### src/rtl/h2d_pkg.sv
package h2d_pkg;
    typedef enum logic [2:0] {
        SEL_OFFLAST  = 3'd0,
        SEL_LEN      = 3'd1,
        SEL_LIST_LO  = 3'd2,
        SEL_LIST_HI  = 3'd3,
        SEL_LIST_LEN = 3'd4
    } reg_sel_e;

    typedef enum logic [2:0] {
        ST_IDLE,
        ST_ARMED,
        ST_FETCH,
        ST_NOTIFY,
        ST_STREAM,
        ST_DONE
    } seq_state_e;
endpackage

### src/rtl/h2d_regs.sv
module h2d_regs
    import h2d_pkg::*;
#(
    parameter int REG_W = 32
) (
    input  logic                 clk,
    input  logic                 rst_n,
    input  logic [2:0]           wr_sel,
    input  logic [REG_W-1:0]     wr_data,
    input  logic                 meta_we,
    input  logic                 list_we,
    input  logic                 sg_we,
    output logic [REG_W-1:0]     offlast_q,
    output logic [REG_W-1:0]     len_q,
    output logic [2*REG_W-1:0]   addr_q,
    output logic [REG_W-1:0]     sg_words_q
);
    always_ff @(posedge clk) begin
        if (!rst_n) begin
            offlast_q <= '0;
            len_q     <= '0;
        end else if (meta_we) begin
            if (wr_sel == SEL_OFFLAST) offlast_q <= wr_data;
            if (wr_sel == SEL_LEN)     len_q     <= wr_data;
        end
    end

    for (genvar h = 0; h < 2; h++) begin : g_half
        localparam logic [2:0] HALF_SEL = 3'(int'(SEL_LIST_LO) + h);
        logic [REG_W-1:0] half_r;
        always_ff @(posedge clk) begin
            if (!rst_n)
                half_r <= '0;
            else if (list_we && wr_sel == HALF_SEL)
                half_r <= wr_data;
        end
        assign addr_q[h*REG_W +: REG_W] = half_r;
    end

    always_ff @(posedge clk) begin
        if (!rst_n)
            sg_words_q <= '0;
        else if (sg_we)
            sg_words_q <= wr_data;
    end
endmodule

### src/rtl/h2d_count.sv
module h2d_count #(
    parameter int REG_W = 32,
    parameter int CNT_W = 8
) (
    input  logic             clk,
    input  logic             rst_n,
    input  logic             clr,
    input  logic             en,
    input  logic             dm_valid,
    input  logic [CNT_W-1:0] dm_words,
    output logic [REG_W-1:0] words_q,
    output logic [REG_W-1:0] words_nx
);
    localparam int PAD = REG_W - CNT_W;

    always_comb begin
        words_nx = words_q;
        if (en && dm_valid)
            words_nx = words_q + {{PAD{1'b0}}, dm_words};
    end

    always_ff @(posedge clk) begin
        if (!rst_n)
            words_q <= '0;
        else if (clr)
            words_q <= '0;
        else if (en)
            words_q <= words_nx;
    end
endmodule

### src/rtl/h2d_seq.sv
module h2d_seq
    import h2d_pkg::*;
#(
    parameter int REG_W = 32
) (
    input  logic             clk,
    input  logic             rst_n,
    input  logic             wr_en,
    input  logic [2:0]       wr_sel,
    input  logic [REG_W-1:0] wr_data,
    input  logic [REG_W-1:0] len_q,
    input  logic             last_q,
    input  logic [REG_W-1:0] words_nx,
    input  logic             dm_valid,
    input  logic             dm_early_end,
    input  logic             fetch_ack,
    output logic             meta_we,
    output logic             list_we,
    output logic             sg_we,
    output logic             cnt_clr,
    output logic             cnt_en,
    output logic             fetch_req,
    output logic             list_done,
    output logic             txn_done,
    output logic             chain_open
);
    seq_state_e state, nxt;

    logic in_idle, can_list, can_refill, complete, len_wr, len_zero;

    assign in_idle    = (state == ST_IDLE);
    assign can_refill = (state == ST_ARMED) || (state == ST_NOTIFY) || (state == ST_STREAM);
    assign can_list   = in_idle || can_refill;
    assign cnt_en     = (state == ST_FETCH) || (state == ST_NOTIFY) || (state == ST_STREAM);
    assign complete   = cnt_en && ((dm_valid && (words_nx >= len_q)) || dm_early_end);

    assign meta_we  = wr_en && in_idle && (wr_sel == SEL_OFFLAST || wr_sel == SEL_LEN);
    assign len_wr   = wr_en && in_idle && (wr_sel == SEL_LEN);
    assign len_zero = (wr_data == '0);
    assign list_we  = wr_en && can_list && (wr_sel == SEL_LIST_LO || wr_sel == SEL_LIST_HI);
    assign sg_we    = wr_en && can_refill && (wr_sel == SEL_LIST_LEN)
                      && (wr_data[REG_W-1:2] != '0);
    assign cnt_clr  = len_wr;

    always_ff @(posedge clk) begin
        if (!rst_n)
            state <= ST_IDLE;
        else
            state <= nxt;
    end

    always_comb begin
        nxt = state;
        unique case (state)
            ST_IDLE:   if (len_wr && !len_zero) nxt = ST_ARMED;
            ST_ARMED:  if (sg_we) nxt = ST_FETCH;
            ST_FETCH: begin
                if (complete)       nxt = ST_DONE;
                else if (fetch_ack) nxt = ST_NOTIFY;
            end
            ST_NOTIFY, ST_STREAM: begin
                if (complete)   nxt = ST_DONE;
                else if (sg_we) nxt = ST_FETCH;
                else            nxt = ST_STREAM;
            end
            ST_DONE:   nxt = ST_IDLE;
            default:   nxt = ST_IDLE;
        endcase
    end

    always_comb begin
        fetch_req = (state == ST_FETCH);
        list_done = (state == ST_NOTIFY);
        txn_done  = (state == ST_DONE);
    end

    always_ff @(posedge clk) begin
        if (!rst_n)
            chain_open <= 1'b0;
        else if (complete || (len_wr && len_zero))
            chain_open <= !last_q;
    end
endmodule

### src/rtl/h2d_chan_ctrl.sv
module h2d_chan_ctrl
    import h2d_pkg::*;
#(
    parameter int REG_W = 32,
    parameter int CNT_W = 8
) (
    input  logic               clk,
    input  logic               rst_n,
    input  logic               wr_en,
    input  logic [2:0]         wr_sel,
    input  logic [REG_W-1:0]   wr_data,
    output logic [REG_W-2:0]   txn_offset,
    output logic               txn_last,
    output logic               chain_open,
    output logic               fetch_req,
    output logic [2*REG_W-1:0] fetch_addr,
    output logic [REG_W-3:0]   fetch_elems,
    input  logic               fetch_ack,
    output logic               list_done,
    input  logic               dm_valid,
    input  logic [CNT_W-1:0]   dm_words,
    input  logic               dm_early_end,
    output logic               txn_done,
    output logic [REG_W-1:0]   xfer_words
);
    localparam int ADDR_W = 2 * REG_W;

    logic               meta_we, list_we, sg_we, cnt_clr, cnt_en;
    logic [REG_W-1:0]   offlast_q, len_q, sg_words_q, words_nx;
    logic [ADDR_W-1:0]  addr_q;

    h2d_regs #(.REG_W(REG_W)) u_regs (
        .clk(clk), .rst_n(rst_n), .wr_sel(wr_sel), .wr_data(wr_data),
        .meta_we(meta_we), .list_we(list_we), .sg_we(sg_we),
        .offlast_q(offlast_q), .len_q(len_q), .addr_q(addr_q),
        .sg_words_q(sg_words_q)
    );

    h2d_count #(.REG_W(REG_W), .CNT_W(CNT_W)) u_count (
        .clk(clk), .rst_n(rst_n), .clr(cnt_clr), .en(cnt_en),
        .dm_valid(dm_valid), .dm_words(dm_words),
        .words_q(xfer_words), .words_nx(words_nx)
    );

    h2d_seq #(.REG_W(REG_W)) u_seq (
        .clk(clk), .rst_n(rst_n), .wr_en(wr_en), .wr_sel(wr_sel),
        .wr_data(wr_data), .len_q(len_q), .last_q(offlast_q[0]),
        .words_nx(words_nx), .dm_valid(dm_valid), .dm_early_end(dm_early_end),
        .fetch_ack(fetch_ack), .meta_we(meta_we), .list_we(list_we),
        .sg_we(sg_we), .cnt_clr(cnt_clr), .cnt_en(cnt_en),
        .fetch_req(fetch_req), .list_done(list_done), .txn_done(txn_done),
        .chain_open(chain_open)
    );

    assign txn_offset  = offlast_q[REG_W-1:1];
    assign txn_last    = offlast_q[0];
    assign fetch_addr  = addr_q;
    assign fetch_elems = sg_words_q[REG_W-1:2];
endmodule

### config.mk
export PLATFORM = sky130hd
export DESIGN_NAME = h2d_chan_ctrl
export DESIGN_NICKNAME = d
export VERILOG_FILES = /design/src/rtl/h2d_pkg.sv /design/src/rtl/h2d_regs.sv /design/src/rtl/h2d_count.sv /design/src/rtl/h2d_seq.sv /design/src/rtl/h2d_chan_ctrl.sv
export SDC_FILE = /design/constraint.sdc
export NUM_CORES = 1
export LEC_CHECK = 0
export ABC_AREA = 1
export ABC_CLOCK_PERIOD_IN_PS = 4200
export BUFFER_PORTS_ARGS = -buffer_cell sky130_fd_sc_hd__buf_2
export CAP_MARGIN = 30
export CORE_MARGIN = 5
export CORE_UTILIZATION = 45
export CTS_CLUSTER_SIZE = 20
export DETAILED_ROUTE_END_ITERATION = 12
export HOLD_SLACK_MARGIN = 0.1
export PLACE_DENSITY_LB_ADDON = 0.12
export SETUP_SLACK_MARGIN = 0.5
export SYNTH_ARGS = -nofsm -noshare
export SYNTH_HDL_FRONTEND = slang
export SYNTH_SLANG_ARGS = --single-unit
### constraint.sdc
create_clock -name clk -period 4.2 [get_ports clk]
set_input_delay 0.21 -clock clk [delete_from_list [all_inputs] [get_ports clk]]
set_output_delay 0.21 -clock clk [all_outputs]
set_load 0.01 [all_outputs]
# Word level (Yosys, flattened, before mapping)
# Cells that the tools add are included.
[totals]
memories = 0
romBits = 0
output_inout_bits = 162
inputBits = 49
mem_bits_rw = 0
latchBits = 0
regBits = 196
elab_cells = 66
[op_classes]
mux = 8
n_div = 0
eq_ne = 12
mul = 0
n_lt_le_gt_ge = 1
n_addsub = 1
n_reduce_logical = 35
n_bitwise = 1
shifts = 0
[ops]
columns = ["operator", "n"]
rows = [
  ["$add A32 B8 Y32", 1],
  ["$ge A32 B32 Y1", 1],
  ["$logic_not A32 Y1", 1],
  ["$mux W32", 1],
  ["$reduce_bool A30 Y1", 1],
  ["$mux W3", 6],
  ["$logic_and A1 B1 Y1", 15],
  ["$eq A3 B2 Y1 const B", 4],
  ["$pmux W3 S4", 1],
  ["$eq A3 B3 Y1 const B", 3],
  ["$logic_or A1 B1 Y1", 9],
  ["$eq A3 B1 Y1 const B", 2],
  ["$logic_not A3 Y1", 2],
  ["$ne A2 B2 Y1 const B", 2],
  ["$reduce_and A2 Y1", 2],
  ["$reduce_or A2 Y1", 2],
  ["$ne A3 B1 Y1 const B", 1],
  ["$reduce_and A3 Y1", 1],
  ["$logic_not A1 Y1", 2],
  ["$not A1 Y1", 1],
]

# Depth between registers and ports, before layout
# Gate-level depths: netlist of run 1.
[logic_depth]
depth_word = 11
ltp_mapped = 27
mapped_depth_nobuf = 27

# Modules after synthesis
# From an unflattened synthesis of run 1, not the netlist that was laid out.
[unflattened]
hier_cells = 1485
area_unflattened_um2 = 9809.4
[modules_own_cells]
columns = ["mod", "cells_each", "n_inst", "area_each_um2"]
rows = [
  ["h2d_regs", 852, 1, 6154.7],
  ["h2d_count", 393, 1, 2280.9],
  ["h2d_seq", 240, 1, 1373.8],
]

# Worst setup path before layout of run 1
# Ideal clock, no wire load.
[synth_path]
path_kind = "register to register"
from = "register u_count.words_q[0]"
to = "register u_seq.state[1]"
arrival_time_ns = 3.150
setup_slack_ns = 0.981
setup_ns = 0.070
stages_incl_launch_ff = 27
cell_sequence = "dfxtp_1 ha_1 inv_1 fa_1 nand3b_1 nand2_1 a21oi_2 nor2_2 nand2_2 nor2_1 xor2_1 inv_1 ha_1 nand2_1 nor2_1 nand2_1 nor2_1 nor2_1 nand2_1 nand2_1 nand2_1 nand2_1 nand3_1 nand3_1 inv_1 nand2_1 a21oi_1"
[synth_between]
elab_chain_len = 8
word_cells_on_any_way = 11
[synth_rtl]
columns = ["item", "line", "rtl"]
rows = [
  ["start: declaration", "h2d_count.sv:11", "output logic [REG_W-1:0] words_q,"],
  ["start signal: assignment", "h2d_count.sv:28", "words_q <= words_nx;"],
  ["$add A32 B8 Y32 *", "h2d_count.sv:19", "words_nx = words_q + {{PAD{1'b0}}, dm_words};"],
  ["$mux W32 *", "h2d_count.sv:18", "if (en && dm_valid)"],
  ["net u_count.words_nx[12]", "h2d_count.sv:12", "output logic [REG_W-1:0] words_nx"],
  ["$ge A32 B32 Y1 *", "h2d_seq.sv:35", "assign complete = cnt_en && ((dm_valid && (words_nx >= len_q)) || dm_early_end);"],
  ["$logic_and A1 B1 Y1 *", "h2d_seq.sv:35", ""],
  ["$logic_or A1 B1 Y1 *", "h2d_seq.sv:35", ""],
  ["$logic_and A1 B1 Y1 *", "h2d_seq.sv:35", ""],
  ["$mux W3 (tied with other cells)", "h2d_seq.sv:62", "if (complete) nxt = ST_DONE;"],
  ["$pmux W3 S4 / $reduce_and A3 Y1 (equally long branches)", "-", ""],
  ["end signal: assignment", "h2d_seq.sv:49", "state <= nxt;"],
  ["end: declaration", "h2d_seq.sv:27", "seq_state_e state, nxt;"],
]
# The timed path passes the listed nets; every way through them passes the cells marked *.
# A chain may end at the register's enable or synchronous reset.

# Worst setup path in the final report of run 1
[layout_path]
from = "register u_count.words_q[0]"
to = "register u_seq.chain_open"
[layout_between]
elab_chain_len = 7
[layout_rtl]
columns = ["item", "line", "rtl"]
rows = [
  ["$add A32 B8 Y32", "h2d_count.sv:19", ""],
  ["$mux W32", "h2d_count.sv:18", ""],
  ["net u_count.words_nx[30]", "h2d_count.sv:12", ""],
  ["$ge A32 B32 Y1", "h2d_seq.sv:35", ""],
  ["$logic_and A1 B1 Y1", "h2d_seq.sv:35", ""],
  ["$logic_or A1 B1 Y1", "h2d_seq.sv:35", ""],
  ["$logic_and A1 B1 Y1", "h2d_seq.sv:35", ""],
  ["$logic_or A1 B1 Y1", "h2d_seq.sv:80", "else if (complete || (len_wr && len_zero))"],
  ["end signal: assignment", "h2d_seq.sv:81", "chain_open <= !last_q;"],
  ["end: declaration", "h2d_seq.sv:25", "output logic chain_open"],
]
# The timed path passes the listed nets, and every way through them passes these cells.

==> metrics.md, run 1 <==
| Metric | Value |
|---|---|
| Status | `completed` |
| Sink Count | `194` |
| # diodes | `0` |
| 1st-pass router iterations | `6` |
| Skew-Pair Late Insertion Delay | `0.44 ns` |
| Worst VDD drop | `0.0003009 V` |
| Setup Viol. Count Final | `0` |
| Final Worst Setup Slack | `0.8673 ns` |
| IO Port Bufs | `210` |
| Routed WL | `24650 um` |
| Post-synth EDFFs | `0` |
| Leak Pwr | `5.169 nW` |
| Worst hold path type | `input pin to flop` |
| Count of cell types in the netlist | `42` |
| GRT Total Usage | `21.90%` |
| Crit path top cell by count | `nand2_1` |
| Synth top area cells | `dfxtp_1 (45%), a21oi_1 (11%), o21ai_0 (6.7%)` |
| RSZ-0062 raised after global routing | `false` |
| Min-delay src | `fetch_ack` |
| R2r setup slk | `0.87 ns` |
| Worst Hold Margin | `0.1072 ns` |
| Total clock buffers created by CTS | `17` |
| Area of placed instances | `9879 um2` |
| Critical path buffer and inverter count | `4` |
| Cell Count Post-Placement | `1557` |
| Clock Path Buffers | `2` |
| Rows | `50` |
| CP max-delay cell | `dfxtp_2` |
| Post-DP HPWL | `17870 um` |
| R2r worst-path depth | `25` |
| Crit-path max FO | `4` |
| Nets | `1413` |
| Pre-CTS WS | `0.6182 ns` |
| Power per cell area | `398.7 nW/um2` |
| RR Startpoint | `u_count.words_q[0]` |
| Mapped Cells | `1134` |
| Final Cell Area | `10650 um2` |
| Die width | `148.9 um` |
| CTS Root Cell | `clkbuf_16` |
| Power, Total | `4.247 mW` |
| Most common flop cell mapped by yosys | `dfxtp_1` |
| Crit Path Class | `flop to flop` |
| DRC violations left | `0` |
| Non-filler cells, final | `1596` |
| Max incr delay on CP | `0.34 ns` |
| Startpoint types | `flop` |
| Net count after synthesis | `1224` |
| H-tree levels | `4` |
| Stages on worst setup path | `25` |
| Final Skew | `0.01159 ns` |
| Share of cells above drive strength 1 | `23.50%` |
| Yosys warning count | `0` |
| Via count | `8007` |
| Largest net degree at the start of global routing | `84` |
| Fin. Hold Viols | `0` |
| Clock period minus worst slack | `3.333 ns` |
| Ys async rst share | `0%` |
| Die H | `148.9 um` |
| Layout Utilization | `56.56%` |
| Yosys reg bits | `194` |
| Syn_area_per_cell | `7.656 um2` |
| Synthesis-to-finish area growth | `22.68%` |
| Total grt overflow | `0` |
| Worst slew margin | `44.13%` |
| Setup TNS | `0 ns` |
| RR Endpoint | `u_seq.chain_open` |
| Max-Cap Viols | `0` |
| Slew Viols, Final | `0` |
| Worst EP required | `4.57 ns` |
| Final Cycle Share | `79.35%` |
| Area share of the leading cell type in the synthesized netlist | `44.73%` |
| 1st-iter DRT viols | `422` |
| Routability cong. | `0.8761` |
| Largest area contributor in the netlist | `dfxtp_1` |
| Global-route wire length before repair | `38990 um` |
| Arr. time, crit path | `3.70 ns` |
| Die ar. | `22170 um2` |
| Routed wire per std cell | `15.45 um` |
| Post-synthesis sequential area ratio | `44.73%` |
| Core region area | `18830 um2` |
| ANT nets after route | `0` |
| Initial antenna violation count | `3` |
| Hold depth | `4` |
| Critical Path Sink Type | `flop` |
| Top delay family on crit path | `simple AND/OR/NAND/NOR gates` |
| Mapped Area | `8682 um2` |
| # IOs | `211` |
| Worst Hold End | `u_seq.state[1]` |
| Worst Tran Pin Value | `0.8361 ns` |
| Clk slew on worst S/H paths | `0.07 ns` |
| Max Fclk | `0.3001 GHz` |
| Vias in the first global route | `7382` |
| CTS tree | `yes` |
| Initial core utilization | `46.11%` |
| DR vias/cell | `5.017` |
[tightest hold or removal path: stages]
cell,delay (ns)
buf_2,0.09
nor3_1,0.06
nand3_2,0.07
a21oi_1,0.06
[routing by layer]
layer	GRT usage, %	up-vias	wire [um]
li1	-	4132	-
met1	30.09	3609	11500
met2	33.27	233	10770
met3	7.262	27	2015
met4	5.629	6	337
met5	0	-	34
[power by group]
part           switching (mW)  internal, mW  total (mW)
combinational           0.356         0.198       0.554
clock                   0.808         0.917        1.72
sequential             0.0491          1.92        1.97
[worst max path at each step]
stage,start,slack [ns],end
6_report,u_count.words_q[0],0.87,u_seq.chain_open
5_1_grt,u_count.words_q[0],0.47,u_seq.state[0]
4_1_cts,u_count.words_q[0],0.61,u_seq.chain_open
3_5_place_dp,u_count.words_q[0],0.62,u_seq.chain_open
3_3_place_gp,u_count.words_q[0],0.72,u_seq.chain_open
2_1_floorplan,u_count.words_q[0],0.98,u_seq.state[1]
[flip-flops by register name, summed over array words and instances (netlist names)]
register and cells:
u_count.words_q 32, u_regs.sg_words_q 30, u_seq.state 3, u_regs.offlast_q 32
u_regs.g_half.half_r 64, u_seq.chain_open 1, u_regs.len_q 32
[cell families (layout without fill, tap and decap cells)]
kind of cell | count (synthesis) | count (layout) | synth area share [%]
xor+xnor | 13 | 13 | 1.311
mux | 1 | 1 | 0.1153
simple gates | 298 | 298 | 15.82
compound gates | 382 | 382 | 22.60
fa+ha+maj | 41 | 41 | 5.995
buf+inv | 205 | 407 | 9.425
flops | 194 | 194 | 44.73
[Yosys cell counts, types with 7 or more instances]
library cell,count
xor2_1,11
dfxtp_1,194
nor2_1,72
nand3_1,24
o21ai_1,67
a21oi_1,190
nand4_1,8
clkbuf_1,29
nand2_1,145
inv_2,11
nor3_1,10
inv_1,138
buf_2,21
ha_1,40
o21ai_0,116
nor3_2,7
[final cells by class]
cell class | instances | area (um2)
clock buffer | 17 | 425.4
clock inverter | 15 | 211.5
fill | 1766 | 8179
inverter | 150 | 565.5
multi-input combinational | 735 | 4065
sequential | 194 | 3885
tap | 260 | 325.3
timing repair buffer | 225 | 1174
[cells in the final DEF (no fill, tap or decap), types with 3 or more instances in the layout]
cell,instances
clkinv_8,5
o21ai_0,114
nand2_4,3
nand2_1,142
nor3_1,10
nor3_2,7
dlygate4sd3_1,3
or2_2,5
dfxtp_1,193
nor4_4,3
a21oi_4,3
nand2_2,7
o21ai_1,69
buf_4,13
nand3_1,23
nand3_2,4
a21oi_1,189
inv_2,11
inv_1,137
buf_2,209
inv_6,3
nand4_1,8
nor4_1,3
nor2_1,69
nor2_2,5
clkbuf_16,17
xor2_1,9
ha_1,39
[repair_timing]
action	CTS	global route
hold endpoints to repair	10	0
resized for setup	0	21
endpoints found under the setup margin	0	4
hold buffers	3	0
setup buffers	0	4
No activity file was read; power rests on OpenSTA's default activity.
==> run 2, diff against run 1 <==
--- a/config.mk
+++ b/config.mk
@@ -5,8 +5,8 @@
 export SDC_FILE = /design/constraint.sdc
 export NUM_CORES = 1
 export LEC_CHECK = 0
-export ABC_AREA = 1
-export ABC_CLOCK_PERIOD_IN_PS = 4200
+export ABC_AREA = 0
+export ABC_CLOCK_PERIOD_IN_PS = 3160
 export BUFFER_PORTS_ARGS = -buffer_cell sky130_fd_sc_hd__buf_2
 export CAP_MARGIN = 30
 export CORE_MARGIN = 5
==> constraint.sdc (replaced) <==
create_clock -name clk -period 3.16 [get_ports clk]
set_input_delay 0.158 -clock clk [delete_from_list [all_inputs] [get_ports clk]]
set_output_delay 0.158 -clock clk [all_outputs]
set_load 0.01 [all_outputs]
==> run 2 against run 1 <==
  * First-iteration DRC count decreased by 34%
  * Critical endpoint unchanged
  * Largest power group unchanged
  * Sequential power grew 27%
  * Flip-flop and latch count unchanged
  * Critical path type unchanged
  * Register-to-register slack got worse by 1.3 ns
  * Combinational power shrank 32%
  * The run now ends with negative setup slack left
  * Worst hold slack better by 0.032 ns
  * Design area grew 8.5%
  * Worst setup slack worse by 1.3 ns
==> metrics.md, run 2 <==
| Metric | Value |
|---|---|
| Via count | `8001` |
| CTS Root Cell | `clkbuf_16` |
| Yosys warning count | `0` |
| Largest family of logic cells by synthesized area | `simple AND/OR/NAND/NOR gates` |
| Final Skew | `0.009110 ns` |
| RSZ-0062 raised after global routing | `true` |
| Mapped Area | `8763 um2` |
| Worst hold path type | `input pin to flop` |
| H-tree levels | `4` |
| Count of cell types in the netlist | `58` |
| Global-route wire length before repair | `41400 um` |
| Yosys reg bits | `194` |
| Die H | `149.6 um` |
| Final Cycle Share | `114.3%` |
| Worst Hold Margin | `0.1392 ns` |
| DRC violations left | `0` |
| Largest area contributor in the netlist | `dfxtp_1` |
| Post-DP HPWL | `18870 um` |
| DR vias/cell | `4.945` |
| Power per cell area | `440.9 nW/um2` |
| Fin. Hold Viols | `0` |
| Clock period minus worst slack | `3.612 ns` |
| Max Fclk | `0.2768 GHz` |
| # IOs | `211` |
| Clock Path Buffers | `2` |
| Worst slew margin | `44.78%` |
| Routed wire per std cell | `16.35 um` |
| Share of cells above drive strength 1 | `26.28%` |
| Vias in the first global route | `7709` |
| Die ar. | `22370 um2` |
| Worst VDD drop | `0.0003953 V` |
| CP max-delay cell | `or4b_4` |
| 1st-iter DRT viols | `279` |
| Adder-cell share of the synthesized area | `5.939%` |
| Most common flop cell mapped by yosys | `dfxtp_1` |
| Clk slew on worst S/H paths | `0.07 ns` |
| Initial core utilization | `45.32%` |
| Worst EP required | `3.53 ns` |
| Crit path top cell by count | `o21ai_2` |
| ANT nets after route | `0` |
| Max incr delay on CP | `0.50 ns` |
| Total grt overflow | `0` |
| Most numerous cell in the Yosys netlist | `nand2_1` |
| Most common cell after layout, fill and taps aside | `nand2_1` |
| Slew Viols, Final | `0` |
| Failing checks | `negative setup slack` |
| Fill cells | `1782` |
| Crit Path Class | `flop to flop` |
| IO Port Bufs | `210` |
| GRT Total Usage | `23.43%` |
| Compound-Gate Fraction of Synth Area | `18.66%` |
| Routability cong. | `0.8579` |
| Cell Count Post-Placement | `1549` |
| Non-filler cells, final | `1618` |
| Synth cell count leaders | `nand2_1 (346), dfxtp_1 (194), a21boi_0 (135)` |
| Routed WL | `26450 um` |
| Skew-Pair Late Insertion Delay | `0.44 ns` |
| Post-synth EDFFs | `0` |
| Largest net degree at the start of global routing | `94` |
| Rows | `51` |
| Sink Count | `194` |
| Total clock buffers created by CTS | `17` |
| Setup TNS | `-1.526 ns` |
| Mapped Cells | `1055` |
| Ys async rst share | `0%` |
| Synth top area cells | `dfxtp_1 (44%), nand2_1 (15%), a21boi_0 (12%)` |
| Most flops, register | `u_regs.g_half.half_r` |
| Core region area | `19330 um2` |
| Synthesis-to-finish area growth | `31.87%` |
| Nets | `1428` |
| Post-synthesis sequential area ratio | `44.32%` |
| Pre-CTS WS | `-0.5802 ns` |
| Cell Chain, Critical Path | `ha_4, inv_2, fa_2, nor2b_2, o21ai_2, a21oi_2, o21ai_2, or4b_4, xnor2_2, ha_1, and4_1, nor4b_4, a2111oi_2, o21a_1, o22ai_2, a22oi_2, mux2i_1` |
| Leak Pwr | `4.969 nW` |
| Arr. time, crit path | `3.98 ns` |
| 1st-pass router iterations | `5` |
| Startpoint types | `flop` |
| Status | `complete, but fails checks` |
| Die width | `149.6 um` |
| Setup Viol. Count Final | `4` |
| Mux contribution to synthesized area | `0.2284%` |
| Final Worst Setup Slack | `-0.4521 ns` |
| Syn_area_per_cell | `8.307 um2` |
| Largest register FFs | `64` |
| CTS tree | `yes` |
| Net count after synthesis | `1145` |
| Max-Cap Viols | `0` |
| Post-Synth XOR/XNOR Area | `2.784%` |
| Area share of the leading cell type in the synthesized netlist | `44.32%` |
| Initial antenna violation count | `2` |
| Commonest non-fill, non-tap cells in the layout | `nand2_1 (346), buf_2 (209), dfxtp_1 (193)` |
| Critical Path Sink Type | `flop` |
| Synth Area in Simple Gates | `23.50%` |
| Worst Tran Pin Value | `0.8283 ns` |
| Crit-path max FO | `4` |
[run 2: power breakdown]
group / internal [mW] / switching (mW)
Sequential: 2.48 / 0.0183
Clock: 1.15 / 1.07
Combinational: 0.158 / 0.221
Total: 3.79 / 1.31
[run 2: per-layer routing]
metal | up-vias | routed length [um] | GRT usage [%]
met5 | - | 0 | 0
met4 | 0 | 449 | 5.950
met3 | 30 | 1804 | 6.269
met2 | 232 | 12090 | 37.83
met1 | 3689 | 12110 | 31.28
li1 | 4050 | - | -
[run 2: cell type report]
| cell class | instances | area (um2) | area share [%] |
|---|---|---|---|
| tap | 265 | 331.6 | 2.869 |
| multi-input combinational | 762 | 4572 | 39.56 |
| timing repair buffer | 319 | 1988 | 17.20 |
| antenna | 2 | 5.005 | 0.04331 |
| sequential | 194 | 3887 | 33.64 |
| clock buffer | 18 | 439.2 | 3.800 |
| clock inverter | 14 | 167.7 | 1.451 |
| inverter | 44 | 165.2 | 1.429 |
[run 2: repair_timing]
item                                    CTS  global route
buffers inserted                          1             2
hold buffers                             32             0
endpoints found under the setup margin    4            12
resized for setup                         8             4
hold endpoints to repair                158             0
pin swaps                                15             7
[run 2: logic make-up after synthesis]
logic type               after synthesis
AND/OR/NAND/NOR                      467
flip-flops                           194
adder cells (fa/ha/maj)               41
buffers and inverters                 99
XOR/XNOR                              27
AO/OA/AOI/OAI                        225
multiplexers                           2
[run 2: path summary, 6_finish.rpt]
check / endpoint / start / slack (ns) / cells after the start
worst max-delay path: u_seq.chain_open / u_count.words_q[0] / -0.45 / 17
worst min-delay path: u_seq.state[1] / wr_sel[1] / 0.14 / 4
worst max register to register: u_seq.chain_open / u_count.words_q[0] / -0.45 / 17
worst min register to register: u_regs.offlast_q[26] / u_regs.offlast_q[26] / 0.45 / 2
[run 2: worst max-delay path, delay by kind of cell (launching register included)]
family,cells,cell delay (ns)
AND/OR/NAND/NOR,4,0.94
XOR/XNOR,1,0.15
AO/OA/AOI/OAI,7,1.15
flip-flops,1,0.36
adder cells (fa/ha/maj),3,0.73
multiplexers,1,0.18
buffers and inverters,1,0.03
[run 2: stage by stage]
stage	area [um2]	util (%)	power, mW
global placement	10540	54.51	2.892
detailed placement	10550	54.58	2.894
finish	11560	59.77	5.096
global route	11560	59.77	5.276
CTS	11520	59.57	5.125
floorplan	8807	-	2.726
